<file path="src/rtl/mxadc_pkg.sv">
// Package: shared types and field positions for the ADC acquisition sequencer.
// Assumes a 10-bit control field inside a wider bus word.
package mxadc_pkg;

    localparam int CTRL_W = 10;
    localparam int B_AUTO = 7;

    // Control word, MSB first: irq enable at bit 9 down to channel at bits 3:0.
    typedef struct packed {
        logic       irq_en;
        logic       pipe_en;
        logic       auto_en;
        logic [1:0] gain;
        logic       diff;
        logic [3:0] chan;
    } ctrl_t;

    typedef enum logic [1:0] {
        REG_CTRL = 2'd0,
        REG_DATA = 2'd1,
        REG_STAT = 2'd2,
        REG_CONV = 2'd3
    } reg_addr_e;

    typedef enum logic [1:0] {
        CV_IDLE  = 2'd0,
        CV_START = 2'd1,
        CV_WAIT  = 2'd2,
        CV_RUN   = 2'd3
    } conv_state_e;

endpackage

</file>
<file path="src/rtl/mxadc_regs.sv">
// Module: register file and bus decode.
// Holds the control word (masked to its defined bits) and decodes write strobes.
// Returns read data combinationally, and zero when no read strobe is present.
// Assumes single-cycle write strobes and DATA_W >= CTRL_W.
module mxadc_regs
    import mxadc_pkg::*;
#(
    parameter int DATA_W = 16
) (
    input  logic              clk,
    input  logic              rst_n,
    input  logic [1:0]        addr,
    input  logic              wr,
    input  logic              rd,
    input  logic [DATA_W-1:0] wdata,
    input  logic [DATA_W-1:0] data_reg,
    input  logic              settle_busy,
    input  logic              adc_busy,
    output ctrl_t             ctrl,
    output logic              new_auto,
    output logic              ctrl_wr,
    output logic              conv_wr,
    output logic [DATA_W-1:0] rdata
);

    localparam logic [DATA_W-1:0] CTRL_MASK = DATA_W'((64'd1 << CTRL_W) - 64'd1);
    localparam int STAT_W = 8;

    logic [DATA_W-1:0] ctrl_q;
    logic [STAT_W-1:0] status;

    // Decode the two write targets.
    always_comb begin
        ctrl_wr  = wr && (reg_addr_e'(addr) == REG_CTRL);
        conv_wr  = wr && (reg_addr_e'(addr) == REG_CONV);
        new_auto = wdata[B_AUTO];
    end

    // Store the control word; undefined bits are forced to zero.
    always_ff @(posedge clk) begin
        if (!rst_n)       ctrl_q <= '0;
        else if (ctrl_wr) ctrl_q <= wdata & CTRL_MASK;
    end

    assign ctrl   = ctrl_t'(ctrl_q[CTRL_W-1:0]);
    assign status = {{(STAT_W-2){1'b0}}, adc_busy, settle_busy};

    // Read-back multiplexer.
    always_comb begin
        rdata = '0;
        if (rd) begin
            case (reg_addr_e'(addr))
                REG_CTRL: rdata = ctrl_q;
                REG_DATA: rdata = data_reg;
                REG_STAT: rdata = DATA_W'(status);
                default:  rdata = '0;
            endcase
        end
    end

endmodule

</file>
<file path="src/rtl/mxadc_settle.sv">
// Module: settling interval timer.
// A down-counter is reloaded with SETTLE_CYCLES by every control write.
// busy is high while the count is non-zero. expire is high in the last busy
// cycle, unless a reload arrives in that same cycle.
// Assumes SETTLE_CYCLES >= 1.
module mxadc_settle #(
    parameter int SETTLE_CYCLES = 1000
) (
    input  logic clk,
    input  logic rst_n,
    input  logic load,
    output logic busy,
    output logic expire
);

    localparam int CNT_W = $clog2(SETTLE_CYCLES + 1);

    logic [CNT_W-1:0] cnt;

    // Reload on a control write, otherwise count down to zero.
    always_ff @(posedge clk) begin
        if (!rst_n)        cnt <= '0;
        else if (load)     cnt <= CNT_W'(SETTLE_CYCLES);
        else if (cnt != 0) cnt <= cnt - 1'b1;
    end

    assign busy   = (cnt != '0);
    assign expire = !load && (cnt == CNT_W'(1));

endmodule

</file>
<file path="src/rtl/mxadc_conv.sv">
// Module: conversion sequencer.
// Issues the start pulse, follows the converter busy handshake and loads the
// data register according to the pipeline rule.
// Assumes the converter raises busy some cycles after start and presents its
// result on the data input while busy falls.
module mxadc_conv
    import mxadc_pkg::*;
#(
    parameter int DATA_W = 16
) (
    input  logic              clk,
    input  logic              rst_n,
    input  logic              ctrl_wr,
    input  logic              new_auto,
    input  logic              conv_wr,
    input  logic              auto_en,
    input  logic              pipe_en,
    input  logic              irq_en,
    input  logic              settle_busy,
    input  logic              cnv_busy,
    input  logic [DATA_W-1:0] cnv_data,
    output logic              cnv_start,
    output logic              adc_busy,
    output logic [DATA_W-1:0] data_reg,
    output logic              irq_done
);

    conv_state_e       state;
    logic              pending;
    logic              pipe_q;
    logic [DATA_W-1:0] last_res;
    logic              go_auto, go_norm, go, finish;

    // Start conditions for both modes and the end-of-conversion event.
    always_comb begin
        go_auto = pending && !settle_busy && (state == CV_IDLE) && !ctrl_wr;
        go_norm = conv_wr && !auto_en && !pending && (state == CV_IDLE);
        go      = go_auto || go_norm;
        finish  = (state == CV_RUN) && !cnv_busy;
    end

    // An automatic-mode control write arms a pending start; a normal write disarms it.
    always_ff @(posedge clk) begin
        if (!rst_n)       pending <= 1'b0;
        else if (ctrl_wr) pending <= new_auto;
        else if (go_auto) pending <= 1'b0;
    end

    // Handshake state machine with the converter.
    always_ff @(posedge clk) begin
        if (!rst_n) begin
            state <= CV_IDLE;
        end else begin
            case (state)
                CV_IDLE:  if (go) state <= CV_START;
                CV_START: state <= CV_WAIT;
                CV_WAIT:  if (cnv_busy) state <= CV_RUN;
                CV_RUN:   if (!cnv_busy) state <= CV_IDLE;
                default:  state <= CV_IDLE;
            endcase
        end
    end

    // Latch the pipeline choice at the start; load the data register per that rule.
    always_ff @(posedge clk) begin
        if (!rst_n) begin
            pipe_q   <= 1'b0;
            last_res <= '0;
            data_reg <= '0;
        end else if (go) begin
            pipe_q <= pipe_en;
            if (pipe_en) data_reg <= last_res;
        end else if (finish) begin
            last_res <= cnv_data;
            if (!pipe_q) data_reg <= cnv_data;
        end
    end

    // One-cycle conversion-done interrupt.
    always_ff @(posedge clk) begin
        if (!rst_n) irq_done <= 1'b0;
        else        irq_done <= finish && irq_en;
    end

    assign cnv_start = (state == CV_START);
    assign adc_busy  = pending || (state != CV_IDLE);

endmodule

</file>
<file path="src/rtl/mxadc_sequencer.sv">
// Module: top of the multiplexed ADC acquisition sequencer.
// Wires the register file, the settling timer and the conversion sequencer.
// Drives the analog select lines and the settling interrupt.
// SETTLE_CYCLES is the settling time divided by the clock period.
module mxadc_sequencer
    import mxadc_pkg::*;
#(
    parameter int SETTLE_CYCLES = 1000,
    parameter int DATA_W        = 16
) (
    input  logic              clk,
    input  logic              rst_n,
    input  logic [1:0]        bus_addr,
    input  logic              bus_wr,
    input  logic              bus_rd,
    input  logic [DATA_W-1:0] bus_wdata,
    output logic [DATA_W-1:0] bus_rdata,
    output logic [3:0]        mux_sel,
    output logic              diff_sel,
    output logic [1:0]        gain_sel,
    output logic              cnv_start,
    input  logic              cnv_busy,
    input  logic [DATA_W-1:0] cnv_data,
    output logic              irq_settle,
    output logic              irq_done
);

    ctrl_t             ctrl;
    logic              new_auto, ctrl_wr, conv_wr;
    logic              settle_busy, settle_expire, adc_busy;
    logic [DATA_W-1:0] data_reg;

    mxadc_regs #(.DATA_W(DATA_W)) u_regs (
        .clk        (clk),
        .rst_n      (rst_n),
        .addr       (bus_addr),
        .wr         (bus_wr),
        .rd         (bus_rd),
        .wdata      (bus_wdata),
        .data_reg   (data_reg),
        .settle_busy(settle_busy),
        .adc_busy   (adc_busy),
        .ctrl       (ctrl),
        .new_auto   (new_auto),
        .ctrl_wr    (ctrl_wr),
        .conv_wr    (conv_wr),
        .rdata      (bus_rdata)
    );

    mxadc_settle #(.SETTLE_CYCLES(SETTLE_CYCLES)) u_settle (
        .clk   (clk),
        .rst_n (rst_n),
        .load  (ctrl_wr),
        .busy  (settle_busy),
        .expire(settle_expire)
    );

    mxadc_conv #(.DATA_W(DATA_W)) u_conv (
        .clk        (clk),
        .rst_n      (rst_n),
        .ctrl_wr    (ctrl_wr),
        .new_auto   (new_auto),
        .conv_wr    (conv_wr),
        .auto_en    (ctrl.auto_en),
        .pipe_en    (ctrl.pipe_en),
        .irq_en     (ctrl.irq_en),
        .settle_busy(settle_busy),
        .cnv_busy   (cnv_busy),
        .cnv_data   (cnv_data),
        .cnv_start  (cnv_start),
        .adc_busy   (adc_busy),
        .data_reg   (data_reg),
        .irq_done   (irq_done)
    );

    // Analog selects; differential mode allows only the lower eight channels.
    always_comb begin
        mux_sel  = {ctrl.chan[3] & ~ctrl.diff, ctrl.chan[2:0]};
        diff_sel = ctrl.diff;
        gain_sel = ctrl.gain;
    end

    // Settling-done interrupt, raised in normal mode only.
    always_ff @(posedge clk) begin
        if (!rst_n) irq_settle <= 1'b0;
        else        irq_settle <= settle_expire && ctrl.irq_en && !ctrl.auto_en;
    end

endmodule

</file>
<file path="config.mk">
export PLATFORM = sky130hd
export DESIGN_NAME = mxadc_sequencer
export DESIGN_NICKNAME = d
export VERILOG_FILES = /design/src/rtl/mxadc_pkg.sv /design/src/rtl/mxadc_regs.sv /design/src/rtl/mxadc_settle.sv /design/src/rtl/mxadc_conv.sv /design/src/rtl/mxadc_sequencer.sv
export SDC_FILE = /design/constraint.sdc
export NUM_CORES = 1
export LEC_CHECK = 0
export BUFFER_PORTS_ARGS = -buffer_cell sky130_fd_sc_hd__buf_2
export CAP_MARGIN = 20
export CORE_ASPECT_RATIO = 0.9
export CORE_UTILIZATION = 54
export CTS_BUF_LIST = sky130_fd_sc_hd__clkbuf_8
export DETAILED_ROUTE_END_ITERATION = 8
export PLACE_DENSITY = 0.84
export REMOVE_ABC_BUFFERS = 1
export SYNTH_ARGS = -nofsm -noshare
export SYNTH_HDL_FRONTEND = slang
export SYNTH_SLANG_ARGS = --single-unit
</file>
<file path="constraint.sdc">
create_clock -name clk -period 2.9 [get_ports clk]
set_clock_uncertainty 0.15 [all_clocks]
set_input_delay 0.435 -clock clk [delete_from_list [all_inputs] [get_ports clk]]
set_output_delay 0.435 -clock clk [all_outputs]
set_load 0.01 [all_outputs]
</file>
==> key figures, run 1 <==
Critical path
  – Critical Path Source: u_settle.cnt[0]
  – CP max FO: 6
  – Crit Path Category: reg -> out
  – Reg2Reg Capture Point: u_conv.data_reg[0]
  – Worst endpoint required time: 2.32 ns
  – RR Startpoint: u_settle.cnt[0]
  – Critical path arrival: 2.17 ns
  – R2R depth: 7
  – Critical Path End: bus_rdata[0]
  – Startpoint types: register
  – Setup crit end kind: primary output
  – Flop2flop setup slack: 0.34 ns

STA
  – FMAX: 363.5 MHz
  – Slew headroom: 57.02%
  – Hold Violations, Final: 0
  – Final period util: 94.87%
  – Pins over their slew limit: 0
  – Tightest Pin Transition: 0.6433 ns
  – Final setup violation count: 0
  – WHS: 0.1727 ns
  – Minimum clock period: 2.751 ns
  – Unrepaired setup endpoints after global routing: false

Logic synthesis
  – EDFF count, synth: 0
  – Synthesized flop and latch total: 58
  – Synth Cell Area: 0.003093 mm^2
  – Async set-or-reset flop fraction in the synthesized netlist: 0%
  – Main combinational cell family by area after synthesis: simple AND/OR/NAND/NOR gates
  – Synth Area in XOR/XNOR: 0.8495%
  – Synth Area in Adders: 2.832%
  – Sequential fraction of the synthesis area: 37.54%
  – Synth unique cells: 45
  – Post-synthesis mux area share: 14.89%
  – Yosys warns: 0
  – Synth Area in Simple Gates: 21.72%
  – Synth Instances: 351
  – Mean area per synthesized cell: 8.812 um^2
  – Post-synth top flop: dfxtp_1
  – Compound-Gate Fraction of Synth Area: 16.59%

Pwr
  – Power per Cell Area: 711.9 mW/mm^2
  – Max VDD drop: 457.9 uV
  – Pleak: 0.001661 uW

GRT
  – Vias in the first global route: 2521
  – Largest net degree at the start of global routing: 38
  – GRT Residual Overflow: 0
  – First-pass GRT wire length: 11320 um
  – Most Crowded Layer GR: met2
  – Met2 usage: 41.97%
  – Met1 usage: 29.26%
  – Antenna violations before repair: 0
  – Met3 Use GR: 7.205%
  – Tot GR Track Use: 25.23%

Clocking
  – Clk_lat worst skew: 0.34 ns
  – CTS H-tree lvls: 3
  – CTS tree: yes
  – Hold_buf cts: 0
  – CTS Buf Count: 9
  – CTS max path bufs: 2
  – Root buffer cell: clkbuf_8
  – Post-CTS Setup Bufs: 0
  – Sink Count: 58
  – Clock transition at the registers of the reported paths: 0.07 ns
  – Post-CTS resize count: 0

Detailed routing
  – Routed via count: 2796
  – Avg WL per Cell: 15.32 um
  – Routed WL: 7232 um
  – Vias per cell: 5.924
  – DRC Markers: 0
  – Antenna Violating Nets Remaining: 0
  – Iteration-0 DRC Markers: 158
  – Drt first pass iters: 5

Placed design
  – DP Wirelength: 4937 um
  – # port buffers: 58
  – Final GP Congestion: 0.8962

Die
  – CORE AREA: 0.005380 mm^2
  – Starting density of the core: 57.49%
  – FP Rows: 25
  – Die Area: 0.006035 mm^2
  – Die height: 73.80 um
  – Die Wd: 81.78 um
  – Ports: 65

Job
  – Max-cap violations: 0

Cells and area
  – Diodes inserted: 0
  – Fin nets: 446
  – Area delta synth->final: 16.02%
  – Share of cells above drive strength 1: 26.42%
  – Core Util, Final: 66.70%

Worst hold path
  – Hold WC Path Type: in -> reg

Run status
  – Run status: finished clean
placed cells by master (no fill, tap or decap), types with 7 or more instances in the layout:
cell type / count
clkbuf_8: 12
mux2_2: 16
buf_2: 58
mux2i_1: 28
o211a_1: 16
and3_1: 7
a21boi_0: 11
ha_1: 7
dfxtp_1: 58
nand2_1: 50
nand3_1: 35
buf_4: 11
o21ai_1: 17
nor2_1: 13
worst max-delay path, cell delays in order, from the launching register on:
cell and delay (ns):
dfxtp_1 0.34, inv_1 0.10, ha_1 0.26, or3b_1 0.46, nor2_1 0.24, o22ai_1 0.12, and2_1 0.16, buf_2 0.13
worst min path at each step:
stage,start,to,slack (ns),depth (start not counted)
3_5_place_dp,u_conv.last_res[2],u_conv.last_res[2],0.30,2
4_1_cts,cnv_data[3],u_conv.last_res[3],0.16,3
3_3_place_gp,u_conv.last_res[6],u_conv.last_res[6],0.28,2
6_report,cnv_data[3],u_conv.last_res[3],0.17,3
5_1_grt,cnv_data[3],u_conv.last_res[3],0.18,3
2_1_floorplan,u_conv.last_res[0],u_conv.last_res[0],0.28,2
layer usage:
layer,up-vias,share of wire [%]
li1,1334,-
met1,1302,42
met2,142,47
met3,18,8.3
met4,0,2.0
met5,-,0
cells by family (layout without fill, tap and decap cells):
group | count (synthesis) | after routing
AO/OA/AOI/OAI | 69 | 69
XOR/XNOR | 3 | 3
adder cells (fa/ha/maj) | 7 | 7
buffers and inverters | 35 | 89
flip-flops | 58 | 58
multiplexers | 44 | 44
AND/OR/NAND/NOR | 135 | 135
synthesized netlist by cell type (2+ instances only):
cell,number,area [um^2]
a211oi_1,2,15.01
a21boi_0,11,82.58
a21boi_1,4,30.03
a21oi_1,5,25.02
a31oi_1,2,12.51
and2_1,4,25.02
and3_1,7,43.79
buf_2,6,30.03
buf_4,5,37.54
buf_6,2,22.52
clkbuf_1,17,63.81
dfxtp_1,58,1161
ha_1,7,87.58
inv_1,4,15.01
mux2_2,16,180.2
mux2i_1,28,280.3
nand2_1,50,187.7
nand2b_1,5,31.28
nand3_1,35,175.2
nor2_1,13,48.80
nor2b_1,5,31.28
nor4_1,3,18.77
o211a_1,16,160.2
o21a_1,2,15.01
o21ai_0,5,25.02
o21ai_1,17,85.08
or3b_1,2,17.52
or4_1,2,15.01
xnor2_1,2,17.52
final cells by class:
| cell class | count | area, um^2 |
|---|---|---|
| tap | 67 | 83.83 |
| clock buffer | 12 | 165.2 |
| clock inverter | 4 | 25.02 |
| fill | 446 | 1792 |
| multi-input combinational | 258 | 1765 |
| inverter | 4 | 15.01 |
| timing repair buffer | 69 | 372.9 |
| sequential | 58 | 1161 |
through the flow:
step | instance area (um^2) | setup WS, ns | setup TNS [ns] | power, uW | cells
detailed placement | 3398 | 0.3911 | 0 | 1850 | 456
global placement | 3398 | 0.4637 | 0 | 1820 | 456
global route | 3588 | 0.01267 | 0 | 2700 | 472
floorplan | 2935 | -0.08709 | -1.393 | 1614 | 320
CTS | 3588 | 0.1650 | 0 | 2552 | 472
finish | 3588 | 0.1489 | 0 | 2554 | 472
where the power goes:
group / internal, uW / switching [uW] / total [uW]
logic: 354 / 478 / 832
clock network: 377 / 326 / 703
registers: 907 / 113 / 1020
total: 1640 / 917 / 2550
Note: power is estimated with default switching activity, not from simulation.
==> inputs of run 2 (changes only) <==
- ABC_AREA: not set -> 1
==> run 2 against run 1 <==
Net effect:
- critical path depth increased by 3
- flip-flop and latch count unchanged
- non-clock buffer count decreased by 4
- sequential share of layout area increased by 0.96 points
- final cell count increased by 20%
- die area decreased by 1.3%
- routed wire length increased by 5.7%
- register-to-register slack got worse by 0.09 ns
- global-route usage increased by 2.7 points
- largest cell class unchanged
- largest power group unchanged
==> key figures, run 2 <==
Run status
  – Run status: finished clean

Critical path
  – Setup crit end kind: register
  – CP max FO: 20 (+14)
  – Crit Path Category: reg -> reg
  – Critical path arrival: 2.75 ns (+0.58 ns)
  – Worst endpoint required time: 3.00 ns (+0.68 ns)
  – Startpoint types: register

Pwr
  – Power per Cell Area: 695.5 mW/mm^2 (-2.3%)
  – Max VDD drop: 477.4 uV (+4.3%)
  – Final Power: 2424 uW (-5.1%)
  – Pleak: 0.001676 uW (+0.93%)

Logic synthesis
  – Most frequent cell after synthesis: nand2_1
  – Top post-synthesis cells by area: dfxtp_1 38%, nand2_1 13%, nand3_1 10%
  – Yosys warns: 0 (unchanged)
  – Most frequent cells after synthesis: 104 x nand2_1, 61 x nand3_1, 60 x nor2_1, 58 x dfxtp_1, 39 x inv_1
  – Synthesized flop and latch total: 58 (unchanged)
  – EDFF count, synth: 0 (unchanged)
  – Sequential fraction of the synthesis area: 38.05% (+0.51 points)
  – Synth unique cells: 34 (-24%)
  – Post-synth top flop: dfxtp_1
  – Synth Instances: 444 (+26%)
  – Synth Cell Area: 0.003052 mm^2 (-1.3%)
  – Async set-or-reset flop fraction in the synthesized netlist: 0% (unchanged)
  – Post-synth top area cell: dfxtp_1
  – Mean area per synthesized cell: 6.873 um^2 (-22%)
  – Synth top area share: 38.05% (+0.51 points)

Cells and area
  – Diodes inserted: 0 (unchanged)
  – Share of cells above drive strength 1: 19.44% (-7.0 points)
  – Design area: 0.003485 mm^2 (-2.9%)
  – Fin nets: 540 (+21%)
  – Most common cell after layout, fill and taps aside: nand2_1
  – Most frequent cells in the layout: 104 x nand2_1, 61 x nand3_1, 60 x nor2_1, 58 x buf_2, 58 x dfxtp_1
  – Area delta synth->final: 14.19%

STA
  – Final setup violation count: 0 (unchanged)
  – Final worst slack: 0.2517 ns (+0.1028 ns)
  – Tightest Pin Transition: 0.8678 ns (+0.2245 ns)
  – Pins over their slew limit: 0 (unchanged)
  – FMAX: 377.6 MHz (+3.9%)
  – Unrepaired setup endpoints after global routing: false
  – Slew headroom: 42.08% (-15 points)
  – TNS Setup: 0 ns (unchanged)
  – Hold Violations, Final: 0 (unchanged)
  – Final period util: 91.32% (-3.5 points)
  – Minimum clock period: 2.648 ns (-0.1028 ns)

Detailed routing
  – Avg WL per Cell: 13.51 um (-12%)
  – Drt first pass iters: 5 (unchanged)
  – DRC Markers: 0 (unchanged)
  – Vias per cell: 5.408 (-8.7%)
  – Routed WL: 7646 um (+5.7%)
  – Iteration-0 DRC Markers: 186 (+18%)
  – Routed via count: 3061 (+9.5%)
  – Antenna Violating Nets Remaining: 0 (unchanged)

Placed design
  – Final GP Congestion: 0.8497 (-5.2%)
  – DP Wirelength: 5143 um (+4.2%)
  – Setup Slack @ Placement: 0.3650 ns (-0.02608 ns)
  – Area after DPL: 0.003321 mm^2 (-2.3%)
  – # port buffers: 58 (unchanged)

GRT
  – Vias in the first global route: 2731 (+8.3%)
  – Largest net degree at the start of global routing: 26 (-32%)
  – Antenna violations before repair: 0 (unchanged)
  – Tot GR Track Use: 27.96% (+2.7 points)
  – First-pass GRT wire length: 12370 um (+9.3%)
  – GRT Residual Overflow: 0 (unchanged)

Clocking
  – Post-CTS Setup Bufs: 0 (unchanged)
  – Hold_buf cts: 0 (unchanged)
  – CTS max path bufs: 2 (unchanged)
  – CTS Buf Count: 9 (unchanged)
  – CTS H-tree lvls: 3 (unchanged)
  – Root buffer cell: clkbuf_8
  – Sink Count: 58 (unchanged)
  – CTS tree: yes
  – Post-CTS resize count: 0 (unchanged)
  – Clk_lat worst skew: 0.34 ns (about the same)
  – Clock transition at the registers of the reported paths: 0.06 ns (about the same)

Die
  – Die Wd: 81.24 um (-0.65%)
  – Die height: 73.32 um (-0.66%)
  – FP Rows: 25 (unchanged)
  – Starting density of the core: 57.05% (-0.44 points)
  – CORE AREA: 0.005349 mm^2 (-0.58%)
  – Ports: 65 (unchanged)
  – Die Area: 0.005956 mm^2 (-1.3%)

Job
  – Max-cap violations: 0 (unchanged)

Worst hold path
  – Hold WC Path Type: in -> reg
-- run 2: cells by family after synthesis --
logic type,Yosys count,share of synthesized area [%]
AO/OA/AOI/OAI,55,9.553
AND/OR/NAND/NOR,253,38.05
buffers and inverters,67,10.29
adder cells (fa/ha/maj),7,2.870
XOR/XNOR,3,0.8612
flip-flops,58,38.05
multiplexers,1,0.3280
-- run 2: final timing paths --
path | from | end | slack [ns] | cells after the start
setup reg to reg | u_settle.cnt[0] | u_conv.last_res[12] | 0.25 | 10
hold / removal | bus_wdata[6] | u_regs.ctrl_q[6] | 0.20 | 3
setup / recovery | u_settle.cnt[0] | u_conv.last_res[12] | 0.25 | 10
hold reg to reg | u_conv.last_res[5] | u_conv.last_res[5] | 0.31 | 2
-- run 2: routing by layer --
metal	wire length [um]	GRT usage (%)
met4	101	8.532
met3	595	9.193
met2	3630	47.62
met1	3318	33.33
met5	0	0
-- run 2: power breakdown --
group          internal, uW  leakage, uW  switching, uW
combinational           307      0.00111            506
clock                   319    0.0000996            313
sequential              887     0.000471           91.3
total                  1510      0.00168            910
-- run 2: critical path, cell delays in order (launching register included) --
cell	delay (ns)
dfxtp_1	0.35
inv_1	0.12
ha_1	0.32
nand2_4	0.12
nor2_8	0.15
nand4_4	0.34
nand2_4	0.39
inv_4	0.16
nand2_4	0.21
nand2_1	0.09
a21oi_1	0.15
-- run 2: area by class of cell --
cell class | count | area [um^2]
Fill cell | 475 | 1864
Inverter | 41 | 156.4
Tap cell | 67 | 83.83
Clock inverter | 6 | 26.28
Clock buffer | 10 | 137.6
Timing Repair Buffer | 65 | 342.8
Sequential cell | 58 | 1161
Multi-Input combinational cell | 319 | 1577
-- run 2: metrics by stage --
step | instances | util (%) | hold WS, ns
6_report | 566 | 65.15 | 0.2006
5_1_grt | 566 | 65.15 | 0.2003
4_1_cts | 566 | 65.15 | 0.1956
3_5_place_dp | 550 | 62.08 | 0.3036
3_3_place_gp | 550 | 62.08 | 0.2985
2_1_floorplan | 418 | - | 0.2910
